### config.mk
export PLATFORM = sky130hd
export DESIGN_NAME = psw_flag_gen
export DESIGN_NICKNAME = d
export VERILOG_FILES = /design/src/rtl/psw_flag_pkg.sv /design/src/rtl/psw_carry_rule.sv /design/src/rtl/psw_ovf_rule.sv /design/src/rtl/psw_field_rule.sv /design/src/rtl/psw_flag_gen.sv
export SDC_FILE = /design/constraint.sdc
export NUM_CORES = 1
export LEC_CHECK = 0
export BUFFER_PORTS_ARGS = -buffer_cell sky130_fd_sc_hd__buf_4
export CORE_MARGIN = 2
export CORE_UTILIZATION = 22
export CTS_CLUSTER_DIAMETER = 200
export DETAILED_ROUTE_END_ITERATION = 6
export PLACE_DENSITY = 0.79
export SETUP_SLACK_MARGIN = 0.5
export SLEW_MARGIN = 20
export SYNTH_ARGS = -nofsm -noshare
export SYNTH_HDL_FRONTEND = slang
export SYNTH_SLANG_ARGS = --single-unit
### constraint.sdc
create_clock -name clk -period 1.29 [get_ports clk]
set_input_delay 0.258 -clock clk [delete_from_list [all_inputs] [get_ports clk]]
set_output_delay 0.258 -clock clk [all_outputs]
set_load 0.1 [all_outputs]
### src/rtl/psw_flag_pkg.sv
package psw_flag_pkg;
  localparam logic [3:0] CR_KEEP  = 4'd0;
  localparam logic [3:0] CR_ZERO  = 4'd1;
  localparam logic [3:0] CR_ADD   = 4'd2;
  localparam logic [3:0] CR_SUB   = 4'd3;
  localparam logic [3:0] CR_MIX15 = 4'd4;
  localparam logic [3:0] CR_NDNR  = 4'd5;
  localparam logic [3:0] CR_MIX31 = 4'd6;
  localparam logic [3:0] CR_DNR   = 4'd7;

  localparam logic [3:0] VR_KEEP  = 4'd0;
  localparam logic [3:0] VR_ZERO  = 4'd1;
  localparam logic [3:0] VR_ADD   = 4'd2;
  localparam logic [3:0] VR_SUB   = 4'd3;
  localparam logic [3:0] VR_DR    = 4'd4;
  localparam logic [3:0] VR_NDR   = 4'd5;
  localparam logic [3:0] VR_R     = 4'd6;
  localparam logic [3:0] VR_DNR   = 4'd7;

  localparam logic [1:0] ZR_KEEP  = 2'd0;
  localparam logic [1:0] ZR_FULL  = 2'd1;
  localparam logic [1:0] ZR_MID   = 2'd2;
  localparam logic [1:0] ZR_FULL2 = 2'd3;

  localparam logic [1:0] NR_KEEP  = 2'd0;
  localparam logic [1:0] NR_TOP   = 2'd1;
  localparam logic [1:0] NR_WORD  = 2'd2;

  typedef struct packed {
    logic c;
    logic v;
    logic sv;
    logic z;
    logic n;
    logic e;
    logic u;
  } psw_flags_t;

  function automatic logic carry_add(input logic a, input logic b, input logic r);
    return (a & b) | (~r & (a | b));
  endfunction

  function automatic logic carry_sub(input logic a, input logic b, input logic r);
    return (a & ~b) | (~r & (a | ~b));
  endfunction
endpackage

### src/rtl/psw_carry_rule.sv
module psw_carry_rule
  import psw_flag_pkg::*;
(
  input  logic       d_top,
  input  logic       s_top,
  input  logic       s_word,
  input  logic       s_half,
  input  logic       r_top,
  input  logic [3:0] sel,
  output logic       wr_en,
  output logic       val
);
  always_comb begin
    wr_en = 1'b1;
    val   = 1'b0;
    unique case (sel)
      CR_ZERO:  val = 1'b0;
      CR_ADD:   val = carry_add(d_top, s_top, r_top);
      CR_SUB:   val = carry_sub(d_top, s_top, r_top);
      CR_MIX15: val = (d_top ^ s_half) ? carry_add(d_top, s_half, r_top)
                                       : carry_sub(d_top, s_half, r_top);
      CR_NDNR:  val = ~d_top & ~r_top;
      CR_MIX31: val = (d_top ^ s_word) ? carry_sub(d_top, s_top, r_top)
                                       : carry_add(d_top, s_top, r_top);
      CR_DNR:   val = d_top & ~r_top;
      default:  wr_en = 1'b0;
    endcase
  end
endmodule

### src/rtl/psw_ovf_rule.sv
module psw_ovf_rule
  import psw_flag_pkg::*;
(
  input  logic       d_top,
  input  logic       s_top,
  input  logic       r_top,
  input  logic [3:0] sel,
  output logic       wr_en,
  output logic       val
);
  always_comb begin
    wr_en = 1'b1;
    val   = 1'b0;
    unique case (sel)
      VR_ZERO: val = 1'b0;
      VR_ADD:  val = (d_top & s_top & ~r_top) | (~d_top & ~s_top & r_top);
      VR_SUB:  val = (d_top & ~s_top & ~r_top) | (~d_top & s_top & r_top);
      VR_DR:   val = d_top & r_top;
      VR_NDR:  val = ~d_top & r_top;
      VR_R:    val = r_top;
      VR_DNR:  val = d_top & ~r_top;
      default: wr_en = 1'b0;
    endcase
  end
endmodule

### src/rtl/psw_field_rule.sv
module psw_field_rule
  import psw_flag_pkg::*;
#(
  parameter int DATA_W   = 40,
  parameter int WORD_MSB = 31,
  parameter int HALF_MSB = 15
) (
  input  logic [DATA_W-1:0] res,
  input  logic [1:0]        z_sel,
  input  logic [1:0]        n_sel,
  input  logic              e_sel,
  input  logic              u_sel,
  output logic              z_en,
  output logic              z_val,
  output logic              n_en,
  output logic              n_val,
  output logic              e_en,
  output logic              e_val,
  output logic              u_en,
  output logic              u_val
);
  localparam int EXT_W = DATA_W - WORD_MSB;

  logic [EXT_W-1:0] ext_field;
  assign ext_field = res[DATA_W-1:WORD_MSB];

  always_comb begin
    z_en  = 1'b1;
    z_val = 1'b0;
    unique case (z_sel)
      ZR_MID:              z_val = ~|res[WORD_MSB:HALF_MSB+1];
      ZR_FULL, ZR_FULL2:   z_val = ~|res;
      default:             z_en  = 1'b0;
    endcase
  end

  always_comb begin
    n_en  = 1'b1;
    n_val = 1'b0;
    unique case (n_sel)
      NR_TOP:  n_val = res[DATA_W-1];
      NR_WORD: n_val = res[WORD_MSB];
      default: n_en  = 1'b0;
    endcase
  end

  assign e_en  = e_sel;
  assign e_val = ~((&ext_field) | (~|ext_field));
  assign u_en  = u_sel;
  assign u_val = ~(res[WORD_MSB] ^ res[WORD_MSB-1]);
endmodule

### src/rtl/psw_flag_gen.sv
module psw_flag_gen
  import psw_flag_pkg::*;
#(
  parameter int DATA_W   = 40,
  parameter int WORD_MSB = 31,
  parameter int HALF_MSB = 15
) (
  input  logic              clk,
  input  logic              rst,
  input  logic              upd,
  input  logic              sv_clr,
  input  logic [DATA_W-1:0] op_d,
  input  logic [DATA_W-1:0] op_s,
  input  logic [DATA_W-1:0] res,
  input  logic [3:0]        c_rule,
  input  logic [3:0]        v_rule,
  input  logic [1:0]        z_rule,
  input  logic [1:0]        n_rule,
  input  logic              e_rule,
  input  logic              u_rule,
  output logic              flag_c,
  output logic              flag_v,
  output logic              flag_sv,
  output logic              flag_z,
  output logic              flag_n,
  output logic              flag_e,
  output logic              flag_u
);
  localparam int TOP = DATA_W - 1;

  psw_flags_t q, nxt;
  logic c_en, c_val, v_en, v_val;
  logic z_en, z_val, n_en, n_val, e_en, e_val, u_en, u_val;
  logic v_after;

  psw_carry_rule u_carry (
    .d_top (op_d[TOP]),
    .s_top (op_s[TOP]),
    .s_word(op_s[WORD_MSB]),
    .s_half(op_s[HALF_MSB]),
    .r_top (res[TOP]),
    .sel   (c_rule),
    .wr_en (c_en),
    .val   (c_val)
  );

  psw_ovf_rule u_ovf (
    .d_top(op_d[TOP]),
    .s_top(op_s[TOP]),
    .r_top(res[TOP]),
    .sel  (v_rule),
    .wr_en(v_en),
    .val  (v_val)
  );

  psw_field_rule #(
    .DATA_W  (DATA_W),
    .WORD_MSB(WORD_MSB),
    .HALF_MSB(HALF_MSB)
  ) u_field (
    .res  (res),
    .z_sel(z_rule),
    .n_sel(n_rule),
    .e_sel(e_rule),
    .u_sel(u_rule),
    .z_en (z_en),
    .z_val(z_val),
    .n_en (n_en),
    .n_val(n_val),
    .e_en (e_en),
    .e_val(e_val),
    .u_en (u_en),
    .u_val(u_val)
  );

  assign v_after = v_en ? v_val : q.v;

  always_comb begin
    nxt = q;
    if (upd) begin
      if (c_en) nxt.c = c_val;
      if (v_en) nxt.v = v_val;
      if (z_en) nxt.z = z_val;
      if (n_en) nxt.n = n_val;
      if (e_en) nxt.e = e_val;
      if (u_en) nxt.u = u_val;
    end
    if (upd && v_after) nxt.sv = 1'b1;
    else if (sv_clr)    nxt.sv = 1'b0;
  end

  always_ff @(posedge clk) begin
    if (rst) q <= '0;
    else     q <= nxt;
  end

  assign flag_c  = q.c;
  assign flag_v  = q.v;
  assign flag_sv = q.sv;
  assign flag_z  = q.z;
  assign flag_n  = q.n;
  assign flag_e  = q.e;
  assign flag_u  = q.u;
endmodule

==> impl_metrics.env, run 1 <==
export IMPL_routed_wl_um=3180
export IMPL_drt_iter0_markers=18
export IMPL_track_usage=0.1606
export IMPL_worst_setup_path_type="register to output pin"
export IMPL_setup_viol=0
export IMPL_met2_usage=0.3083
export IMPL_regArea_um2=163.9
export IMPL_die_h_um=61.63
export IMPL_grt_pass1_vias=1078
export IMPL_grtUsageMet1=0.1761
export IMPL_synth_top_cells_by_area="dfxtp_1 (19%), ha_1 (12%), nor4_1 (7.7%)"
export IMPL_wl_per_cell_um=14.07
export IMPL_ctsHoldBuffers=0
export IMPL_yosys_area_top_type_share=0.1918
export IMPL_path_delay_family="flip-flops"
export IMPL_grt_overflow=0
export IMPL_h_tree_depth=1
export IMPL_cts_tree="built"
export IMPL_fmax_ghz=0.9080
export IMPL_dr_pass1_iters=4
export IMPL_crit_buf_inv=1
export IMPL_cts_clk_slew_worst_paths_ns=0.06
export IMPL_nNetsFinal=328
export IMPL_syn_inst=99
export IMPL_netlist_area_um2=730.7
export IMPL_route_detailed_drc=0
export IMPL_ios=145
export IMPL_clock_latency_ns=0.26
export IMPL_maxCapViolations=0
export IMPL_ant_nets=0
export IMPL_synthFlopType="dfxtp_1"
export IMPL_drv_slew=0
export IMPL_status="finished, final reports clean"
export IMPL_end_kind="output pin"
export IMPL_layout_cells_non_filler=226
export IMPL_dp_cells=218
export IMPL_clockRootBuffer="clkbuf_4"
export IMPL_clk_path_buf_depth=2
export IMPL_yosysMostFrequentCell="inv_1"
export IMPL_drive_gt1_frac=0.6319
export IMPL_netlist_top_cells_count="inv_1 (12), nor4_1 (9)"
export IMPL_async_flop_share=0
export IMPL_fin_skew_ns=0.0001110
export IMPL_power_density_nw_per_um2=540.9
export IMPL_grt_max_degree=9
export IMPL_busiest_layer="met2"
export IMPL_cts_sinks=7
export IMPL_crit_fanout=3
export IMPL_placed_cell_area_um2=1470
export IMPL_max_slew_worst_pin_slew_ns=0.2803
export IMPL_crit_path_cell_trace="buf_6"
export IMPL_start_kind="register"
export IMPL_rsz0062_at_grt="true"
export IMPL_ys_ff_latch=7
export IMPL_diodes=0
export IMPL_cpPeakStageDelay_ns=0.36
export IMPL_p_leak_uw=0.0007616
export IMPL_yosysSeqAreaShare=0.1918
export IMPL_syn_nets=244
export IMPL_grt_pass1_wl_um=4485
export IMPL_tns_ns=0
export IMPL_rows=20
export IMPL_multiInputGateArea_um2=715.7
export IMPL_antenna_found_initial=0
export IMPL_port_buffers=68
export IMPL_hold_path_class="input port to register"
export IMPL_p_total_uw=985.4
export IMPL_dp_hpwl_um=2242
export IMPL_peakVddDrop_uv=313.2
export IMPL_finalCriticalPeriod_ns=1.101
export IMPL_synth_edff_count=0
export IMPL_netlist_top_cell_by_area="dfxtp_1"
export IMPL_die_w_um=61.63
export IMPL_crit_required_ns=1.03
export IMPL_via_per_inst=4.903
export IMPL_start_util=0.2355
export IMPL_syn2layout_area_growth_pct=149.3
export IMPL_yosys_warnings=0
export IMPL_fin_crit_sh=0.8537
export IMPL_avgSynthCellArea_um2=7.381
export IMPL_gp_congestion=0.8033
export IMPL_final_area_um2=1822
export IMPL_core_um2=3103
export IMPL_cp_slowest_cell="dfxtp_4"
export IMPL_vias=1108
export IMPL_met3_usage=0.03782
export IMPL_maxSlewHeadroom=0.8118
export IMPL_hold_viol_final=0
export IMPL_cts_buffers=3
export IMPL_fillers=276
export IMPL_yosysUniqueCellTypes=35
export IMPL_dieArea_um2=3798
export IMPL_critPathArrivalTime_ns=0.84
[sequential cells by signal (all words and copies together), names as in the netlist]
| register | cells |
|---|---|
| flag_sv | 1 |
| flag_u | 1 |
| flag_z | 1 |
| flag_c | 1 |
| flag_e | 1 |
| flag_n | 1 |
| flag_v | 1 |
[metrics by stage]
| step | worst slack (ns) | hold WS (ns) | util |
|---|---|---|---|
| floorplan | 0.09162 | 0.3174 | - |
| global placement | -0.1032 | 0.4650 | 0.4738 |
| detailed placement | -0.09730 | 0.4712 | 0.4738 |
| CTS | 0.1821 | 0.1964 | 0.5774 |
| global route | 0.1591 | 0.2170 | 0.5871 |
| finish | 0.1887 | 0.2016 | 0.5871 |
[area by class of cell]
type,count,share of cell area
clock inverters,1,0.002747
well taps,44,0.03022
clock buffers,3,0.01236
repair buffers,80,0.4265
inverters,12,0.04533
multi-input cells,79,0.3929
flip-flops and latches,7,0.08997
[logic make-up (layout without fill, tap and decap cells)]
logic type               after synthesis  in the layout  synth area share
AND/OR/NAND/NOR                       40             40            0.2980
AO/OA/AOI/OAI                         28             28            0.2637
buffers and inverters                 13             96           0.07705
adder cells (fa/ha/maj)                8              8            0.1336
flip-flops                             7              7            0.1918
XOR/XNOR                               3              3           0.03597
[routing by layer]
layer / up-vias / share of wire
met2: 42 / 0.55
met1: 517 / 0.37
met3: 2 / 0.067
met5: - / 0
li1: 547 / -
met4: 0 / 0.0047
[cells in the final DEF, fill, tap and decap left out, drive strengths merged, types with 2 or more instances in the layout]
cell type,Yosys,final
dfxtp,7,7
buf,1,80
nor2,7,7
nor2b,2,2
nand4,4,4
nor4,9,9
xor2,2,2
ha,7,7
a21oi,6,6
or3,2,2
nor3,4,4
inv,12,12
nand2,7,7
o21ai,6,6
clkbuf,0,3
o211ai,2,2
a311o,2,2
[power by group]
part           internal, uW  switching (uW)  total (uW)
Combinational           288             253         541
Clock                   114            98.2         213
Sequential              221            11.3         232
[what timing repair did]
| action | in CTS | in global routing |
|---|---|---|
| buffers inserted | 4 | 0 |
| endpoints found under the setup margin | 12 | 14 |
| pin swaps | 13 | 5 |
| resized for setup | 57 | 8 |
[path summary, 6_finish.rpt]
path | startpoint | end | slack [ns] | cells after the start
setup / recovery | flag_v$_SDFFE_PP0P_ | flag_v | 0.19 | 1
hold / removal | u_rule | flag_u$_SDFFE_PP0P_ | 0.20 | 2
setup reg to reg | flag_u$_SDFFE_PP0P_ | flag_u$_SDFFE_PP0P_ | 0.53 | 3
hold reg to reg | flag_c$_SDFFE_PP0P_ | flag_c$_SDFFE_PP0P_ | 0.49 | 2
(Power assumes the default switching activity.)
==> run 2, diff against run 1 <==
- SETUP_SLACK_MARGIN: 0.5 -> default
==> impl_metrics.env, run 2 (synthesized netlist as in run 1, its figures left out) <==
export IMPL_h_tree_depth=1
export IMPL_start_util=0.2355
export IMPL_finalCriticalPeriod_ns=1.197
export IMPL_setup_viol=0
export IMPL_end_kind="register"
export IMPL_via_per_inst=4.590
export IMPL_reg2reg_slack_ns=0.59
export IMPL_grt_pass1_vias=874
export IMPL_track_usage=0.1228
export IMPL_worst_setup_path_type="input port to register"
export IMPL_max_slew_worst_pin_slew_ns=0.3614
export IMPL_diodes=0
export IMPL_grt_pass1_wl_um=3498
export IMPL_drv_slew=0
export IMPL_fillers=350
export IMPL_port_buffers=68
export IMPL_route_detailed_drc=0
export IMPL_nNetsFinal=329
export IMPL_dp_hpwl_um=2185
export IMPL_drive_gt1_frac=0.4754
export IMPL_syn2layout_area_growth_pct=93.15
export IMPL_dieArea_um2=3798
export IMPL_routed_wl_um=2492
export IMPL_rsz0062_at_grt="false"
export IMPL_hold_viol_final=0
export IMPL_start_kind="input port"
export IMPL_dp_cells=223
export IMPL_status="finished, final reports clean"
export IMPL_layout_cells_non_filler=227
export IMPL_regArea_um2=142.6
export IMPL_grt_overflow=0
export IMPL_maxCapViolations=0
export IMPL_layout_commonest_cell="buf_4"
export IMPL_clockRootBuffer="clkbuf_4"
export IMPL_p_leak_uw=0.0006855
export IMPL_cts_sinks=7
export IMPL_hold_path_class="input port to register"
export IMPL_crit_required_ns=1.47
export IMPL_layout_common_cells="buf_4 (81), inv_1 (12), nor4_1 (9)"
export IMPL_dr_pass1_iters=4
export IMPL_fin_crit_sh=0.9276
export IMPL_peakVddDrop_uv=435.1
export IMPL_fin_hold_ws_ns=0.2230
export IMPL_cts_clk_slew_worst_paths_ns=0.05
export IMPL_vias=1042
export IMPL_core_um2=3103
export IMPL_antenna_found_initial=0
export IMPL_ctsHoldBuffers=0
export IMPL_cts_buffers=3
export IMPL_clk_path_buf_depth=2
export IMPL_crit_fanout=5
export IMPL_die_h_um=61.63
export IMPL_grt_max_degree=9
export IMPL_fin_skew_ns=0.0008302
export IMPL_wl_per_cell_um=10.98
export IMPL_ios=145
export IMPL_critPathArrivalTime_ns=1.37
export IMPL_power_density_nw_per_um2=592.1
export IMPL_cts_tree="built"
export IMPL_ant_nets=0
export IMPL_die_w_um=61.63
export IMPL_rows=20
export IMPL_maxSlewHeadroom=0.7568
export IMPL_gp_congestion=0.8320
export IMPL_drt_iter0_markers=36
export IMPL_multiInputGateArea_um2=534.3
export IMPL_p_total_uw=835.6
export IMPL_fmax_ghz=0.8357
export IMPL_clock_latency_ns=0.25
## run 2: report_power, final
| part | leakage, uW | switching [uW] | internal, uW |
|---|---|---|---|
| sequential | 0.0000580 | 5.58 | 227 |
| clock | 0.0000150 | 84.6 | 118 |
| combinational | 0.000613 | 193 | 207 |
| total | 0.000686 | 283 | 552 |
## run 2: what timing repair did
action / 4_1_cts / 5_1_grt
setup buffers: 0 / 0
resized for setup: 0 / 1
endpoints found under the setup margin: 0 / 1
## run 2: worst paths after layout
| path | startpoint | endpoint | cells past startpoint |
|---|---|---|---|
| min | u_rule | flag_u$_SDFFE_PP0P_ | 2 |
| min reg2reg | flag_c$_SDFFE_PP0P_ | flag_c$_SDFFE_PP0P_ | 2 |
| max reg2reg | flag_v$_SDFFE_PP0P_ | flag_sv$_SDFFE_PP0P_ | 2 |
| max | op_s[39] | flag_sv$_SDFFE_PP0P_ | 6 |
## run 2: stage by stage
stage / TNS (ns) / instance area [um^2] / util / setup WS [ns]
CTS: 0 / 1411 / 0.4548 / 0.08890
global placement: -0.3558 / 1385 / 0.4464 / -0.1401
detailed placement: -0.3898 / 1385 / 0.4464 / -0.1580
floorplan: 0 / 733.2 / - / 0.003992
finish: 0 / 1411 / 0.4548 / 0.09338
global route: 0 / 1411 / 0.4548 / 0.004566
## run 2: layout make-up
cell class                 instances  area share
inverter                          12     0.03191
tap                               44     0.03901
sequential                         7      0.1011
timing repair buffer              81      0.4309
clock buffer                       4     0.01862
multi-input combinational         79      0.3785
## run 2: layer usage
layer / global-route usage / routed length, um / part of all wire
met5: 0 / 0 / 0
met4: 0.01824 / 0 / 0
met1: 0.1604 / 1092 / 0.44
met2: 0.2000 / 1216 / 0.49
met3: 0.04202 / 183 / 0.073
## run 2: worst max-delay path, stage by stage
cell     delay [ns]
buf_4          0.13
or3b_1         0.37
a21oi_1        0.14
o21ai_0        0.10
a211o_1        0.28
o21ai_1        0.10
